<file path="config.mk">
export PLATFORM = sky130hd
export DESIGN_NAME = rx_skid_buffer
export DESIGN_NICKNAME = d
export VERILOG_FILES = /design/src/rtl/skid_pkg.sv /design/src/rtl/skid_store.sv /design/src/rtl/skid_ptrs.sv /design/src/rtl/skid_ready_gen.sv /design/src/rtl/rx_skid_buffer.sv
export SDC_FILE = /design/constraint.sdc
export NUM_CORES = 1
export LEC_CHECK = 0
export BUFFER_PORTS_ARGS = -buffer_cell sky130_fd_sc_hd__buf_2
export CAP_MARGIN = 10
export CORE_MARGIN = 2
export CORE_UTILIZATION = 34
export DETAILED_ROUTE_END_ITERATION = 10
export GPL_ROUTABILITY_DRIVEN = 1
export REMOVE_ABC_BUFFERS = 1
export SYNTH_ARGS = -nofsm -noshare
export SYNTH_HDL_FRONTEND = slang
export SYNTH_HIERARCHICAL = 1
export SYNTH_SLANG_ARGS = --single-unit
</file>
<file path="constraint.sdc">
create_clock -name clk -period 20.7 [get_ports clk]
set_input_delay 2.07 -clock clk [delete_from_list [all_inputs] [get_ports clk]]
set_output_delay 2.07 -clock clk [all_outputs]
set_load 0.05 [all_outputs]
</file>
<file path="src/rtl/skid_pkg.sv">
package skid_pkg;
  localparam int DATA_W = 64;
  localparam int MASK_W = 8;
  localparam int BAR_W  = 8;

  typedef struct packed {
    logic [DATA_W-1:0] data;
    logic              sop;
    logic              eop;
    logic [MASK_W-1:0] be;
    logic [BAR_W-1:0]  bar;
    logic              err;
  } beat_t;

  // Next pointer value, wrapping at the depth.
  function automatic int unsigned ptr_step(int unsigned p, int unsigned depth);
    return (p + 1 == depth) ? 0 : p + 1;
  endfunction

  // Occupancy after one cycle of writes and reads.
  function automatic int unsigned occ_step(int unsigned occ, logic wr, logic rd);
    return occ + (wr ? 1 : 0) - (rd ? 1 : 0);
  endfunction

  // Ready is allowed only while free room exceeds the late-beat window.
  function automatic logic room_ok(int unsigned occ, int unsigned depth, int unsigned lat);
    return (depth - occ) > lat;
  endfunction
endpackage

</file>
<file path="src/rtl/skid_store.sv">
module skid_store #(
  parameter int DEPTH = 8,
  localparam int PTR_W = (DEPTH > 1) ? $clog2(DEPTH) : 1
) (
  input  logic                  clk,
  input  logic                  wr_en,
  input  logic [PTR_W-1:0]      wr_ptr,
  input  skid_pkg::beat_t       wr_beat,
  input  logic [PTR_W-1:0]      rd_ptr,
  output skid_pkg::beat_t       rd_beat
);
  skid_pkg::beat_t mem [DEPTH];

  always_ff @(posedge clk) begin
    if (wr_en) mem[wr_ptr] <= wr_beat;
  end

  assign rd_beat = mem[rd_ptr];
endmodule

</file>
<file path="src/rtl/skid_ptrs.sv">
module skid_ptrs #(
  parameter int DEPTH = 8,
  localparam int PTR_W = (DEPTH > 1) ? $clog2(DEPTH) : 1,
  localparam int OCC_W = $clog2(DEPTH + 1)
) (
  input  logic             clk,
  input  logic             rst,
  input  logic             wr,
  input  logic             rd,
  output logic [PTR_W-1:0] wr_ptr,
  output logic [PTR_W-1:0] rd_ptr,
  output logic [OCC_W-1:0] occ,
  output logic [OCC_W-1:0] occ_nxt
);
  assign occ_nxt = OCC_W'(skid_pkg::occ_step(32'(occ), wr, rd));

  always_ff @(posedge clk) begin
    if (rst) begin
      wr_ptr <= '0;
      rd_ptr <= '0;
      occ    <= '0;
    end else begin
      if (wr) wr_ptr <= PTR_W'(skid_pkg::ptr_step(32'(wr_ptr), DEPTH));
      if (rd) rd_ptr <= PTR_W'(skid_pkg::ptr_step(32'(rd_ptr), DEPTH));
      occ <= occ_nxt;
    end
  end
endmodule

</file>
<file path="src/rtl/skid_ready_gen.sv">
module skid_ready_gen #(
  parameter int DEPTH   = 8,
  parameter int LATENCY = 3,
  localparam int OCC_W  = $clog2(DEPTH + 1)
) (
  input  logic             clk,
  input  logic             rst,
  input  logic [OCC_W-1:0] occ_nxt,
  output logic             ready
);
  always_ff @(posedge clk) begin
    if (rst) ready <= 1'b1;
    else     ready <= skid_pkg::room_ok(32'(occ_nxt), DEPTH, LATENCY);
  end
endmodule

</file>
<file path="src/rtl/rx_skid_buffer.sv">
module rx_skid_buffer #(
  parameter int DEPTH   = 8,
  parameter int LATENCY = 3
) (
  input  logic        clk,
  input  logic        rst,
  input  logic        up_valid,
  output logic        up_ready,
  input  logic [63:0] up_data,
  input  logic        up_sop,
  input  logic        up_eop,
  input  logic [7:0]  up_be,
  input  logic [7:0]  up_bar,
  input  logic        up_err,
  output logic        dn_valid,
  input  logic        dn_ready,
  output logic [63:0] dn_data,
  output logic        dn_sop,
  output logic        dn_eop,
  output logic [7:0]  dn_be,
  output logic [7:0]  dn_bar,
  output logic        dn_err
);
  localparam int PTR_W = (DEPTH > 1) ? $clog2(DEPTH) : 1;
  localparam int OCC_W = $clog2(DEPTH + 1);

  if (DEPTH < LATENCY + 1) begin : g_depth_check
    $error("DEPTH must be at least LATENCY+1");
  end

  skid_pkg::beat_t  in_beat, out_beat;
  logic [PTR_W-1:0] wr_ptr, rd_ptr;
  logic [OCC_W-1:0] occ, occ_nxt;

  // Named events used by the bound checker.
  logic full;
  logic wr_fire;
  logic rd_fire;

  assign full     = (occ == OCC_W'(DEPTH));
  assign wr_fire  = up_valid && !full;
  assign dn_valid = (occ != '0);
  assign rd_fire  = dn_valid && dn_ready;

  assign in_beat = '{data: up_data, sop: up_sop, eop: up_eop,
                     be: up_be, bar: up_bar, err: up_err};

  skid_ptrs #(.DEPTH(DEPTH)) u_ptrs (
    .clk(clk), .rst(rst), .wr(wr_fire), .rd(rd_fire),
    .wr_ptr(wr_ptr), .rd_ptr(rd_ptr), .occ(occ), .occ_nxt(occ_nxt)
  );

  skid_store #(.DEPTH(DEPTH)) u_store (
    .clk(clk), .wr_en(wr_fire), .wr_ptr(wr_ptr), .wr_beat(in_beat),
    .rd_ptr(rd_ptr), .rd_beat(out_beat)
  );

  skid_ready_gen #(.DEPTH(DEPTH), .LATENCY(LATENCY)) u_rdy (
    .clk(clk), .rst(rst), .occ_nxt(occ_nxt), .ready(up_ready)
  );

  assign dn_data = out_beat.data;
  assign dn_sop  = out_beat.sop;
  assign dn_eop  = out_beat.eop;
  assign dn_be   = out_beat.be;
  assign dn_bar  = out_beat.bar;
  assign dn_err  = out_beat.err;
endmodule

</file>
==> results.md <==
- CTS tree: yes
- Final setup margin: 15.12 ns
- Total GRT Usage: 13.6%
- Critical Path AT: 3.51 ns
- DIE HEIGHT: 278 um
- Yosys warns: 6
- Status: finished, final reports clean
- Largest fanout on the critical path: 43
- Max Fclk: 179 MHz
- Worst Clk Skew: 0.0215 ns
- H-tree levels: 3
- Clock share of power: 32.8%
- GR Overflow Total: 0
- Port Buffers: 171
- Adder-cell area share of the yosys netlist: 0.372%
- Setup bufs post-CTS: 0
- Static Leak: 0.00940 uW
- Cts hold-fix bufs: 0
- Mapped cell area: 25500 um2
- Cell variety after synth: 29
- XOR/XNOR Fraction of Synth Area: 0.206%
- Startpoint types: flop
- Fin. max-slew vios: 0
- Final WL: 52000 um
- R2R depth: 6
- Setup TNS: 0 ns
- Synth Area in Simple Gates: 0.666%
- Root Buffer: clkbuf_16
- Die area: 77300 um2
- Clock sinks: 675
- Syn Inst Count: 1031
- CP required: 18.63 ns
- Post-CTS sizing: 0
- Number of global-route vias before repair: 12422
- PwrDens: 130 nW/um2
- R2r setup slk: 17.11 ns
- Hold Path Class: flop to flop
- Capturing point of the worst reg2reg path: u_store/mem[4][62]
- Final period utilization: 26.9%
- CP Capture Point: dn_bar[6]
- Global-route wire length before repair: 78100 um
- RePlAce Congestion: 0.680
- Switching Share: 30.3%
- Rows: 100
- DP Worst Slack: 15.35 ns
- Crit path from: u_ptrs/rd_ptr[0]
- Final setup fails: 0
- Worst skew pair latency: 0.60 ns
- Slew @ Worst Pin: 1.03 ns
- Switching power of the nets: 1170 uW
- Final instance area: 29900 um2
- Vias per cell: 4.93
- Placed inst area: 27500 um2
- Final core occ: 40.2%
- Seq pwr share: 42.5%
- Slew Limit Headroom: 31.6%
- Largest net degree at the start of global routing: 91
- Most frequent cells in the layout: edfxtp_1 (664), buf_2 (171), mux4_2 (166)
- CP Cell Sequence: buf_4, mux4_2, mux2_2, buf_2
- Number of synthesized register bits: 675
- Seq/Total Area, Yosys: 78.9%
- Initial core utilization: 34.3%
- Die X: 278 um
- Hold Violations, Final: 0
- Largest family of logic cells by synthesized area: multiplexers
- CP max stage delay: 0.98 ns
- First-pass DRT Iterations: 4
- WHS: 0.546 ns
- Via count: 11222
- Layout cell share with drive strength beyond 1: 42.9%
- # fillers: 6473
- Most common cell after layout, fill and taps aside: edfxtp_1
- Worst R2R Start: u_ptrs/occ[1]
- Mux contribution to synthesized area: 18.4%
- Maximum vdd drop: 0.0000864 V
- Synth Area in Compound Gates: 0.142%
- Logic pwr share: 24.7%
- RSZ-0062 raised after global routing: false
- Final net count: 1347
- Core Area: 74400 um2
- Min Tclk post-route: 5.58 ns
- Max cap viols: 0
- CTS buffer count: 75
- Area grow syn2layout: 17.1%
- IO Count: 172
- Mean post-synth cell area: 24.8 um2
- Initial DRC count: 779
- Post-DP HPWL: 26300 um
- DRC: 0
- Initial antenna violation count: 7
- Post-DRT Antenna Nets: 0
- Pint: 2700 uW
- WL/cell: 22.9 um
- CP max-delay cell: dfxtp_4
- Worst setup path class: flop to primary output
- Clock Path Buffers: 3
- Crit path capture type: primary output
- Reg clk slew, reported paths: 0.05 ns
## power groups by stage
stage / combinational, uW / clock [uW] / sequential, uW
2_1_floorplan: 775 / 0 / 1730
3_3_place_gp: 976 / 0 / 1670
3_5_place_dp: 978 / 0 / 1680
4_1_cts: 982 / 1310 / 1650
5_1_grt: 1020 / 1360 / 1660
6_report: 957 / 1270 / 1650
## area by class of cell
type	instances	area, um2	area share, %
diodes	2	5.00	0.0167
clock buffers	89	1950	6.52
clock inverters	39	405	1.36
inverters	7	26.3	0.0879
multi-input cells	302	5100	17.1
flip-flops and latches	675	20200	67.5
well taps	969	1210	4.06
repair buffers	192	1030	3.43
## cell usage after synthesis, drive strengths merged
| library cell | count | area share [%] |
|---|---|---|
| a21boi | 1 | 0.029 |
| a21o | 1 | 0.029 |
| a21oi | 2 | 0.054 |
| and2 | 1 | 0.034 |
| buf | 33 | 0.98 |
| clkbuf | 14 | 0.21 |
| dfxtp | 11 | 0.86 |
| edfxtp | 664 | 78 |
| fa | 1 | 0.078 |
| ha | 6 | 0.29 |
| inv | 7 | 0.10 |
| mux2 | 83 | 3.7 |
| mux2i | 2 | 0.078 |
| mux4 | 166 | 15 |
| nand2 | 5 | 0.074 |
| nand2b | 3 | 0.074 |
| nand3 | 2 | 0.039 |
| nor2 | 14 | 0.21 |
| nor2b | 2 | 0.049 |
| nor3 | 3 | 0.059 |
| nor3b | 1 | 0.029 |
| nor4b | 1 | 0.059 |
| o21bai | 1 | 0.029 |
| or4 | 1 | 0.044 |
| xnor2 | 4 | 0.14 |
| xor2 | 2 | 0.069 |
## cell families after synthesis
logic type,count (synthesis)
simple gates,33
xor+xnor,6
flops,675
buf+inv,54
mux,251
compound gates,5
fa+ha+maj,7
## critical path, delay by kind of cell, from the launching register on
kind                   cells  cell delay [ns]
muxes                      2             0.88
DFF                        1             0.98
buffers and inverters      2             0.98
## per-layer routing
| metal | global-route usage (%) | vias to the layer above | wire, um |
|---|---|---|---|
| met5 | 0 | - | 64 |
| met4 | 4.44 | 10 | 1080 |
| met2 | 22.1 | 246 | 25400 |
| li1 | - | 4854 | - |
| met3 | 3.20 | 96 | 2780 |
| met1 | 18.0 | 6016 | 22700 |
## worst min-delay path by stage
stage / depth (start not counted) / start / slack, ns / to
after CTS: 2 / u_ptrs/wr_ptr[2] / 0.56 / u_ptrs/wr_ptr[2]
after detailed placement: 2 / u_ptrs/wr_ptr[2] / 0.54 / u_ptrs/wr_ptr[2]
after floorplan: 2 / u_ptrs/wr_ptr[2] / 0.49 / u_ptrs/wr_ptr[2]
final: 2 / u_ptrs/wr_ptr[2] / 0.55 / u_ptrs/wr_ptr[2]
after global routing: 2 / u_ptrs/wr_ptr[2] / 0.59 / u_ptrs/wr_ptr[2]
after global placement: 2 / u_ptrs/wr_ptr[2] / 0.55 / u_ptrs/wr_ptr[2]
## flip-flops by register name (all words and copies together) (netlist names)
| name | cells |
|---|---|
| u_ptrs/rd_ptr | 3 |
| u_ptrs/occ | 4 |
| u_store/mem | 664 |
| u_rdy/ready | 1 |
| u_ptrs/wr_ptr | 3 |
## through the flow
stage | instances | total power (uW)
2_1_floorplan | 984 | 2500
3_3_place_gp | 2145 | 2650
3_5_place_dp | 2145 | 2660
4_1_cts | 2273 | 3950
5_1_grt | 2275 | 4040
6_report | 2275 | 3870
Power figures use the tool's default switching activity.
